## src/rtl/seq_pkg.sv

```systemverilog
// Shared definitions for the fetch-address sequencer.
// Assumes nothing beyond a single clock domain.
package seq_pkg;
    // Source of the next fetch address, highest priority first.
    typedef enum logic [1:0] {
        PC_JUMP = 2'd0,
        PC_HOLD = 2'd1,
        PC_LOOP = 2'd2,
        PC_SEQ  = 2'd3
    } pc_sel_e;
endpackage

```

## src/rtl/seq_branch.sv

```systemverilog
// Branch control: delayed branches with SLOTS always-executed slots, and
// standard branches that freeze fetch and raise flush for FLUSH cycles.
// Assumes decoded inputs describe the instruction at the current address and
// that the upstream caller deasserts `accept` while a single repeat runs.
module seq_branch #(
    parameter int unsigned AW    = 16,
    parameter int unsigned SLOTS = 3,
    parameter int unsigned FLUSH = 3
) (
    input  logic          clk,
    input  logic          rst_n,
    input  logic          accept,
    input  logic          br,
    input  logic          br_dly,
    input  logic          cond,
    input  logic [AW-1:0] target,
    output logic          redirect,
    output logic [AW-1:0] redir_addr,
    output logic          freeze,
    output logic          flush,
    output logic          nest_err
);
    localparam int unsigned SW = $clog2(SLOTS + 1);
    localparam int unsigned FW = $clog2(FLUSH + 1);

    logic [SW-1:0] slot_cnt;
    logic [FW-1:0] fl_cnt;
    logic [AW-1:0] tgt_q;
    logic          take_q;
    logic          err_q;
    logic          in_slots, in_flush, ok, go_std, go_dly, nest;

    // Decode which branch request is honoured this cycle.
    always_comb begin
        in_slots = (slot_cnt != '0);
        in_flush = (fl_cnt != '0);
        ok       = accept && !in_flush;
        go_dly   = ok && !in_slots && br_dly;
        go_std   = ok && !in_slots && br && cond && !br_dly;
        nest     = ok && in_slots && (br || br_dly);
    end

    // Slot and flush counters, latched target, error pulse.
    always_ff @(posedge clk) begin
        if (!rst_n) begin
            slot_cnt <= '0;
            fl_cnt   <= '0;
            tgt_q    <= '0;
            take_q   <= 1'b0;
            err_q    <= 1'b0;
        end else begin
            err_q <= nest;
            if (go_std || go_dly) begin
                tgt_q  <= target;
                take_q <= go_dly ? cond : 1'b1;
            end
            if (go_std)        fl_cnt <= FW'(FLUSH);
            else if (in_flush) fl_cnt <= fl_cnt - FW'(1);
            if (go_dly)        slot_cnt <= SW'(SLOTS);
            else if (in_slots) slot_cnt <= slot_cnt - SW'(1);
        end
    end

    // Redirect after the last flush cycle or the last delayed slot.
    always_comb begin
        redirect   = (fl_cnt == FW'(1)) || ((slot_cnt == SW'(1)) && take_q);
        redir_addr = tgt_q;
        freeze     = go_std || in_flush;
        flush      = in_flush;
        nest_err   = err_q;
    end


    excl_chk: assert property (@(posedge clk) disable iff (!rst_n)
        $onehot0({in_flush, in_slots}));

    flush_start_chk: assert property (@(posedge clk) disable iff (!rst_n)
        go_std |=> flush);

    nest_src_chk: assert property (@(posedge clk) disable iff (!rst_n)
        nest_err |-> $past(in_slots));
endmodule

```

## src/rtl/seq_repeat.sv

```systemverilog
// Repeat control: one shared count register used by block repeat (loop back
// to the body start at the end address) and by single repeat (hold address).
// Assumes the caller deasserts `accept` during flush and single repeat, and
// that `br_busy` marks cycles in which a branch owns the next address.
module seq_repeat #(
    parameter int unsigned AW = 16,
    parameter int unsigned CW = 16
) (
    input  logic          clk,
    input  logic          rst_n,
    input  logic          accept,
    input  logic [AW-1:0] pc,
    input  logic          rpt_blk,
    input  logic [AW-1:0] blk_end,
    input  logic          rpt_one,
    input  logic          cnt_ld,
    input  logic [CW-1:0] cnt_val,
    input  logic          br_busy,
    output logic          loop_back,
    output logic [AW-1:0] blk_start,
    output logic          sgl_act,
    output logic          hold
);
    logic [CW-1:0] cnt;
    logic [AW-1:0] start_q, last_q;
    logic          blk_act, sgl_q, at_end, cnt_zero, blk_go;

    // Loop-end detection and single-repeat hold.
    always_comb begin
        cnt_zero  = (cnt == '0);
        at_end    = blk_act && !sgl_q && !br_busy && (pc == last_q);
        loop_back = at_end && !cnt_zero;
        hold      = sgl_q && !cnt_zero;
        blk_go    = accept && rpt_blk;
        blk_start = start_q;
        sgl_act   = sgl_q;
    end

    // Repeat counter: load wins over decrement.
    always_ff @(posedge clk) begin
        if (!rst_n)                  cnt <= '0;
        else if (accept && cnt_ld)   cnt <= cnt_val;
        else if (loop_back || hold)  cnt <= cnt - CW'(1);
    end

    // Block loop bounds and activity.
    always_ff @(posedge clk) begin
        if (!rst_n) begin
            blk_act <= 1'b0;
            start_q <= '0;
            last_q  <= '0;
        end else if (blk_go) begin
            blk_act <= 1'b1;
            start_q <= pc + AW'(1);
            last_q  <= blk_end;
        end else if (at_end && cnt_zero) begin
            blk_act <= 1'b0;
        end
    end

    // Single-repeat activity.
    always_ff @(posedge clk) begin
        if (!rst_n)                   sgl_q <= 1'b0;
        else if (accept && rpt_one)   sgl_q <= 1'b1;
        else if (sgl_q && cnt_zero)   sgl_q <= 1'b0;
    end


    loop_exit_chk: assert property (@(posedge clk) disable iff (!rst_n)
        (at_end && cnt_zero && !blk_go) |=> !blk_act);

    hold_next_chk: assert property (@(posedge clk) disable iff (!rst_n)
        hold |=> sgl_act);
endmodule

```

## src/rtl/loop_branch_seq.sv

```systemverilog
// Fetch-address sequencer top: combines branch and repeat control and owns
// the program counter. Assumes decoded inputs describe the instruction at
// `fetch_addr` in the same cycle, and that only one of them is set at a time.
module loop_branch_seq #(
    parameter int unsigned AW         = 16,
    parameter int unsigned CW         = 16,
    parameter int unsigned SLOTS      = 3,
    parameter int unsigned FLUSH      = 3,
    parameter logic [AW-1:0] RESET_ADDR = '0
) (
    input  logic          clk,
    input  logic          rst_n,
    input  logic          dec_rpt_blk,
    input  logic [AW-1:0] dec_blk_end,
    input  logic          dec_rpt_one,
    input  logic          dec_br,
    input  logic          dec_br_dly,
    input  logic [AW-1:0] dec_target,
    input  logic          dec_cond,
    input  logic          dec_cnt_ld,
    input  logic [CW-1:0] dec_cnt_val,
    output logic [AW-1:0] fetch_addr,
    output logic          flush,
    output logic          hold,
    output logic          nest_err
);
    import seq_pkg::*;

    logic [AW-1:0] pc, redir_addr, blk_start, pc_nxt;
    logic          redirect, freeze, loop_back, sgl_act, br_flush, rpt_hold;
    pc_sel_e       sel;

    seq_branch #(.AW(AW), .SLOTS(SLOTS), .FLUSH(FLUSH)) u_br (
        .clk(clk), .rst_n(rst_n), .accept(!sgl_act),
        .br(dec_br), .br_dly(dec_br_dly), .cond(dec_cond), .target(dec_target),
        .redirect(redirect), .redir_addr(redir_addr), .freeze(freeze),
        .flush(br_flush), .nest_err(nest_err)
    );

    seq_repeat #(.AW(AW), .CW(CW)) u_rpt (
        .clk(clk), .rst_n(rst_n), .accept(!sgl_act && !br_flush), .pc(pc),
        .rpt_blk(dec_rpt_blk), .blk_end(dec_blk_end), .rpt_one(dec_rpt_one),
        .cnt_ld(dec_cnt_ld), .cnt_val(dec_cnt_val),
        .br_busy(redirect || freeze),
        .loop_back(loop_back), .blk_start(blk_start),
        .sgl_act(sgl_act), .hold(rpt_hold)
    );

    // Choose the next-address source by priority.
    always_comb begin
        if (redirect)               sel = PC_JUMP;
        else if (freeze || rpt_hold) sel = PC_HOLD;
        else if (loop_back)         sel = PC_LOOP;
        else                        sel = PC_SEQ;
        case (sel)
            PC_JUMP: pc_nxt = redir_addr;
            PC_HOLD: pc_nxt = pc;
            PC_LOOP: pc_nxt = blk_start;
            default: pc_nxt = pc + AW'(1);
        endcase
    end

    // Program counter register.
    always_ff @(posedge clk) begin
        if (!rst_n) pc <= RESET_ADDR;
        else        pc <= pc_nxt;
    end

    // Drive the outputs.
    always_comb begin
        fetch_addr = pc;
        flush      = br_flush;
        hold       = rpt_hold;
    end


    flush_stable_chk: assert property (@(posedge clk) disable iff (!rst_n)
        flush |-> $stable(fetch_addr));

    hold_stable_chk: assert property (@(posedge clk) disable iff (!rst_n)
        hold |=> $stable(fetch_addr));

    loop_dest_chk: assert property (@(posedge clk) disable iff (!rst_n)
        loop_back |=> (fetch_addr == $past(blk_start)));
endmodule

```

## config.mk

```make
export PLATFORM = sky130hd
export DESIGN_NAME = loop_branch_seq
export DESIGN_NICKNAME = d
export VERILOG_FILES = /design/src/rtl/seq_pkg.sv /design/src/rtl/seq_branch.sv /design/src/rtl/seq_repeat.sv /design/src/rtl/loop_branch_seq.sv
export SDC_FILE = /design/constraint.sdc
export NUM_CORES = 1
export LEC_CHECK = 0
export BUFFER_PORTS_ARGS = -buffer_cell sky130_fd_sc_hd__buf_2
export CAP_MARGIN = 20
export CORE_ASPECT_RATIO = 0.5
export CORE_UTILIZATION = 30
export CTS_CLUSTER_SIZE = 16
export DETAILED_ROUTE_END_ITERATION = 7
export PLACE_DENSITY = 0.45
export SYNTH_ARGS = -nofsm -noshare
export SYNTH_HDL_FRONTEND = slang
export SYNTH_SLANG_ARGS = --single-unit
```

## constraint.sdc

```tcl
create_clock -name clk -period 8.4 [get_ports clk]
set_clock_uncertainty 0.15 [all_clocks]
set_input_delay 0.84 -clock clk [delete_from_list [all_inputs] [get_ports clk]]
set_output_delay 0.84 -clock clk [all_outputs]
set_load 0.02 [all_outputs]
```

== Word level (Yosys, flattened, before mapping) ==
Cells that the tools add are included.

* Muxes and demuxes: 15
* Eq/ne operators: 5
* Add/subtract/negate cells: 4
* Reductions and logical operators: 41

{| class="wikitable"
|+ Operators by type and width
! operator !! number
|-
| $pmux W16 S3 || 1
|-
| $mux W16 || 2
|-
| $logic_and A1 B1 Y1 || 19
|-
| $add A16 B1 Y16 const B || 1
|-
| $eq A16 B16 Y1 || 1
|-
| $logic_not A16 Y1 || 1
|-
| $sub A16 B1 Y16 const B || 1
|-
| $reduce_bool A2 Y1 || 7
|-
| $mux W2 || 6
|-
| $logic_or A1 B1 Y1 || 7
|-
| $eq A2 B1 Y1 const B || 3
|-
| $logic_not A1 Y1 || 6
|-
| $mux W1 || 6
|-
| $sub A2 B1 Y2 const B || 2
|-
| $eq A2 B2 Y1 const B || 1
|-
| $logic_not A2 Y1 || 1
|}

* Logic and storage cells: 76
* Register bits: 88

== Depth between registers and ports, before layout ==
* Word-level depth: 18
* Depth in mapped cells: 12
* Gate-level depth less buffers: 9

== Modules after synthesis ==
A second synthesis with hierarchy kept.

* Cell total of the unflattened synthesis: 612
* Area total of the unflattened synthesis: 4932.2 um^2

{| class="wikitable"
|+ Modules (own cells, without submodules)
! module !! times used !! cells each !! area an instance (um^2)
|-
| seq_repeat || 1 || 334 || 2697.6
|-
| loop_branch_seq || 1 || 172 || 1229.9
|-
| seq_branch || 1 || 106 || 1004.7
|}

== Worst setup path before layout ==
OpenSTA, ideal clock, no wires.

* Path type: register -> output
* From: register u_rpt.cnt[0]
* To: output hold
* Slack: 5.541 ns
* Arrival: 1.869 ns
* Required time: 7.410 ns
* Stages on the path, launching flop included: 8
* Cells stage by stage: dfxtp_1 -> inv_1 -> ha_1 -> or4b_2 -> or4_4 -> buf_6 -> nand2_4 -> inv_4

* Word-level cells in the longest chain between the ends: 3

{| class="wikitable"
|+ Ends and longest elaborated chain
! element !! line !! source
|-
| start: declaration || seq_repeat.sv:24 || <nowiki>logic [CW-1:0] cnt;</nowiki>
|-
| start signal: assignment || seq_repeat.sv:42 || <nowiki>else if (accept && cnt_ld) cnt <= cnt_val;</nowiki>
|-
| start signal: assignment || seq_repeat.sv:43 || <nowiki>else if (loop_back || hold) cnt <= cnt - CW'(1);</nowiki>
|-
| $logic_not A16 Y1 || seq_repeat.sv:30 || <nowiki>cnt_zero = (cnt == '0);</nowiki>
|-
| $logic_not A1 Y1 || seq_repeat.sv:33 || <nowiki>hold = sgl_q && !cnt_zero;</nowiki>
|-
| $logic_and A1 B1 Y1 || seq_repeat.sv:33 ||
|-
| end: declaration || loop_branch_seq.sv:24 || <nowiki>output logic hold,</nowiki>
|}

No other way between the ends.

== Worst setup path after layout ==
* From: register u_br.slot_cnt[1]
* To: register pc[10] (netlist: fetch_addr[10])

* Word-level cells in the longest chain between the ends: 17
* Elaborated cells between the ends (all ways): 23

{| class="wikitable"
|+ Ends and longest elaborated chain
! element !! line !! source
|-
| start: declaration || seq_branch.sv:26 || <nowiki>logic [SW-1:0] slot_cnt;</nowiki>
|-
| start signal: assignment || seq_branch.sv:59 || <nowiki>if (go_dly) slot_cnt <= SW'(SLOTS);</nowiki>
|-
| start signal: assignment || seq_branch.sv:60 || <nowiki>else if (in_slots) slot_cnt <= slot_cnt - SW'(1);</nowiki>
|-
| $reduce_bool A2 Y1 || seq_branch.sv:35 || <nowiki>in_slots = (slot_cnt != '0);</nowiki>
|-
| $logic_not A1 Y1 || seq_branch.sv:39 || <nowiki>go_std = ok && !in_slots && br && cond && !br_dly;</nowiki>
|-
| $logic_and A1 B1 Y1 (4 in series) || seq_branch.sv:39 ||
|-
| $logic_or A1 B1 Y1 || seq_branch.sv:68 || <nowiki>freeze = go_std || in_flush;</nowiki>
|-
| $logic_or A1 B1 Y1 || loop_branch_seq.sv:44 || <nowiki>.br_busy(redirect || freeze),</nowiki>
|-
| $logic_not A1 Y1 || seq_repeat.sv:31 || <nowiki>at_end = blk_act && !sgl_q && !br_busy && (pc == last_q);</nowiki>
|-
| $logic_and A1 B1 Y1 (2 in series) || seq_repeat.sv:31 ||
|-
| $logic_and A1 B1 Y1 || seq_repeat.sv:32 || <nowiki>loop_back = at_end && !cnt_zero;</nowiki>
|-
| $mux W1 || loop_branch_seq.sv:53 || <nowiki>else if (loop_back) sel = PC_LOOP;</nowiki>
|-
| $mux W2 || loop_branch_seq.sv:52 || <nowiki>else if (freeze || rpt_hold) sel = PC_HOLD;</nowiki>
|-
| $mux W2 * || loop_branch_seq.sv:51 || <nowiki>if (redirect) sel = PC_JUMP;</nowiki>
|-
| $eq A2 B2 Y1 (tied with other cells) || loop_branch_seq.sv:55 || <nowiki>case (sel)</nowiki>
|-
| $pmux W16 S3 || loop_branch_seq.sv:55 ||
|-
| end signal: assignment || loop_branch_seq.sv:66 || <nowiki>else pc <= pc_nxt;</nowiki>
|-
| end: declaration || loop_branch_seq.sv:29 || <nowiki>logic [AW-1:0] pc, redir_addr, blk_start, pc_nxt;</nowiki>
|}

Mark *: on every way between the ends. The rest lies on a longest branch, timed or not.
A chain may end at the register's enable or synchronous reset.

==> flow_summary.yaml <==
power:
  power_leakage_nw: 2.02
  power_per_cell_area_nw_per_um2: 353
  vdd_drop_max_v: 0.000115
timing:
  max_slew.worst_pin.slew_ps: 926
  drv_slew: 0
  setup_ws_ps: 4730
  fmax_mhz: 272
  grt_setup_unrepaired: "false"
  setup-tns-final_ps: 0
  finalHoldViolCount: 0
  slew_headroom: 0.383
  holdWs_ps: 306
  min_period_ps: 3670
  setup_viol: 0
  fin_crit_sh: 0.437
placed_design:
  dpl-instance-area_um2: 4890
  gp_congestion: 0.750
  dp_hpwl_mm: 8.60
  io_buffers: 74
  pre_cts_slack_ps: 4750
setup_path:
  slowest_delay_ps: 840
  r2r-end: "fetch_addr[10]"
  end_kind: "register"
  worst_path_dominant_cell_family: "simple AND/OR/NAND/NOR gates"
  worst_r2r_path_depth: 9
  r2r_start: "u_br.slot_cnt[1]"
  worstPathArrival_ps: 3780
  setup.worst_path.start_class: "register"
  regToRegSetupSlack_ps: 4730
  crit_path_cell_trace: "inv_1 -> ha_1 -> a21o_1 -> buf_4 -> nor4_1 -> and2_1 -> and3_1 -> a211oi_1 -> o32ai_1"
  path_depth: 9
  worstPathRequired_ps: 8500
  slowest_stage: "and3_1"
  cp_max_fo: 33
  cp.buffers_inverters: 2
  path_class: "reg2reg"
  worstSetupStartpoint: "u_br.slot_cnt[1]"
cells_and_area:
  antenna_cells: 0
  ff_latch_area_um2: 1760
  layout-drive-gt1-share: 0.179
  multiInputGateArea_um2: 2430
  fin_nets: 645
  mostFrequentLayoutCells: "dfxtp_1, buf_2, nand2_1"
  final_common_cell: "dfxtp_1"
  fillerInstances: 1494
  area_growth_pct: 17.2
  finalInstanceArea_um2: 5200
clock_network:
  cts_sinks: 88
  cts_root_buffer: "clkbuf_16"
  htree_levels: 3
  cts.path.max_buffers: 2
  cts_resized: 0
  clk_latency_ps: 350
  cts.clk_slew.worst_paths_ps: 70
  numCtsBuffers: 9
  cts_tree: "built"
  cts_hold_buf: 0
  cts_setup_buffers: 0
synth:
  synth_area_leader_cell: "dfxtp_1"
  yosysTopAreaCellShare: 0.397
  synth.area.mux_share: 0.0384
  synth-seq-cells: 88
  synth_xor_area_frac: 0.0651
  avgSynthCellArea_um2: 8.29
  synth_cell_type_count: 56
  ys_seq_area_frac: 0.397
  synth_area_leaders: "dfxtp_1, nand2_1, xor2_1"
  synth_compound_gate_area_share: 0.213
  synth_ff_type: "dfxtp_1"
  synthCells: 535
  synth_warnings: 0
  synthArstFlopShare: 0
  synth-adder-area-share: 0.0169
  synth_edf_count: 0
  synth-simple-area-share: 0.214
  syn_area_um2: 4440
  synth_top_family_by_area: "simple AND/OR/NAND/NOR gates"
  syn_nets: 597
run:
  cap_violations: 0
floorplanning:
  die_x_um: 174
  die_h_um: 88.0
  core_area_um2: 14000
  io_pins: 75
  die_area_um2: 15300
  std_cell_rows: 30
  start_util: 0.317
global_route:
  grt.overflow.total: 0
  busiest_layer: "met1"
  track_usage: 0.176
  met3_usage: 0.0395
  grt_pass1_vias: 3750
  grtUsageMet1: 0.265
  use_met2: 0.252
  antenna_found_initial: 0
  grt_pass1_wl_mm: 20.7
  grt_start_max_net_pins: 45
worst_hold_path:
  hold_class: "reg2reg"
  hold_path_depth: 2
  min_from: "u_rpt.blk_start[1]"
  min_to: "u_rpt.blk_start[1]"
drt:
  vias_per_cell: 5.06
  wl_per_cell_um: 16.3
  routed-via-count: 3947
  drt_wl_total_mm: 12.7
  drt_iter0_drc: 282
  drt_pass1_iterations: 4
  drc: 0
  antenna_left: 0
outcome:
  status: "complete, no violations"
## layout make-up
cell class | instances | share of cell area
multi-input combinational | 392 | 0.468
sequential | 88 | 0.339
timing repair buffer | 78 | 0.0770
tap | 192 | 0.0462
clock buffer | 9 | 0.0433
clock inverter | 7 | 0.0166
inverter | 14 | 0.0106
## power breakdown
group | switching (mW) | leakage, nW | internal [mW]
registers | 0.127 | 0.723 | 0.541
logic | 0.456 | 1.15 | 0.283
clock network | 0.190 | 0.150 | 0.238
total | 0.773 | 2.02 | 1.06
## worst max-delay path by stage
stage,to,slack (ps)
after floorplan,hold,5540
after global placement,fetch_addr[10],4800
after detailed placement,fetch_addr[10],4750
after CTS,fetch_addr[10],4720
after global routing,u_rpt.cnt[2],4510
final,fetch_addr[10],4730
## logic make-up (layout without fill, tap and decap cells)
group                      after synthesis  after routing
and+or+nand+nor                        191            191
DFF                                     88             88
AOI/OAI and AO/OA                      145            145
xor gates and xnor gates                33             33
muxes                                   17             17
buffers and inverters                   55            108
adders and majority gates                6              6
## flip-flops by register name (all words and copies together), names as in the netlist
register	flops
u_br.take_q	1
u_rpt.blk_act	1
fetch_addr	16
u_br.nest_err	1
u_br.slot_cnt	2
u_rpt.blk_start	16
u_rpt.last_q	16
u_br.redir_addr	16
u_br.fl_cnt	2
u_rpt.sgl_act	1
u_rpt.cnt	16
## synth_stat cells, types with 6 or more instances
master,count
nand4_1,7
clkbuf_1,33
nand2_1,56
a31oi_1,21
o21ai_0,33
a21oi_1,34
or4_1,6
nand3_1,17
inv_1,13
nor2_1,49
xor2_1,24
and3_1,9
a211oi_1,14
dfxtp_1,88
or3_1,15
nor4_1,6
a22oi_1,9
mux2i_1,17
ha_1,6
xnor2_1,9
## worst register-to-register path: stages, from the launching register on
cell,delay [ps]
dfxtp_1,330
inv_1,60
ha_1,200
a21o_1,180
buf_4,240
nor4_1,710
and2_1,480
and3_1,840
a211oi_1,180
o32ai_1,230
## per-stage QoR
step | util | instances | power [mW]
6_report | 0.371 | 780 | 1.83
5_1_grt | 0.371 | 780 | 1.99
4_1_cts | 0.371 | 780 | 1.85
3_5_place_dp | 0.349 | 764 | 1.42
3_3_place_gp | 0.349 | 764 | 1.41
2_1_floorplan | - | 535 | 1.22
## layer usage
layer,part of all wire,wire length (um),vias to the layer above
met2,0.40,5080,76
met1,0.56,7050,1830
met3,0.038,480,6
met4,0.0065,82,0
li1,-,-,2035
met5,0,0,-
(Power assumes the default switching activity.)
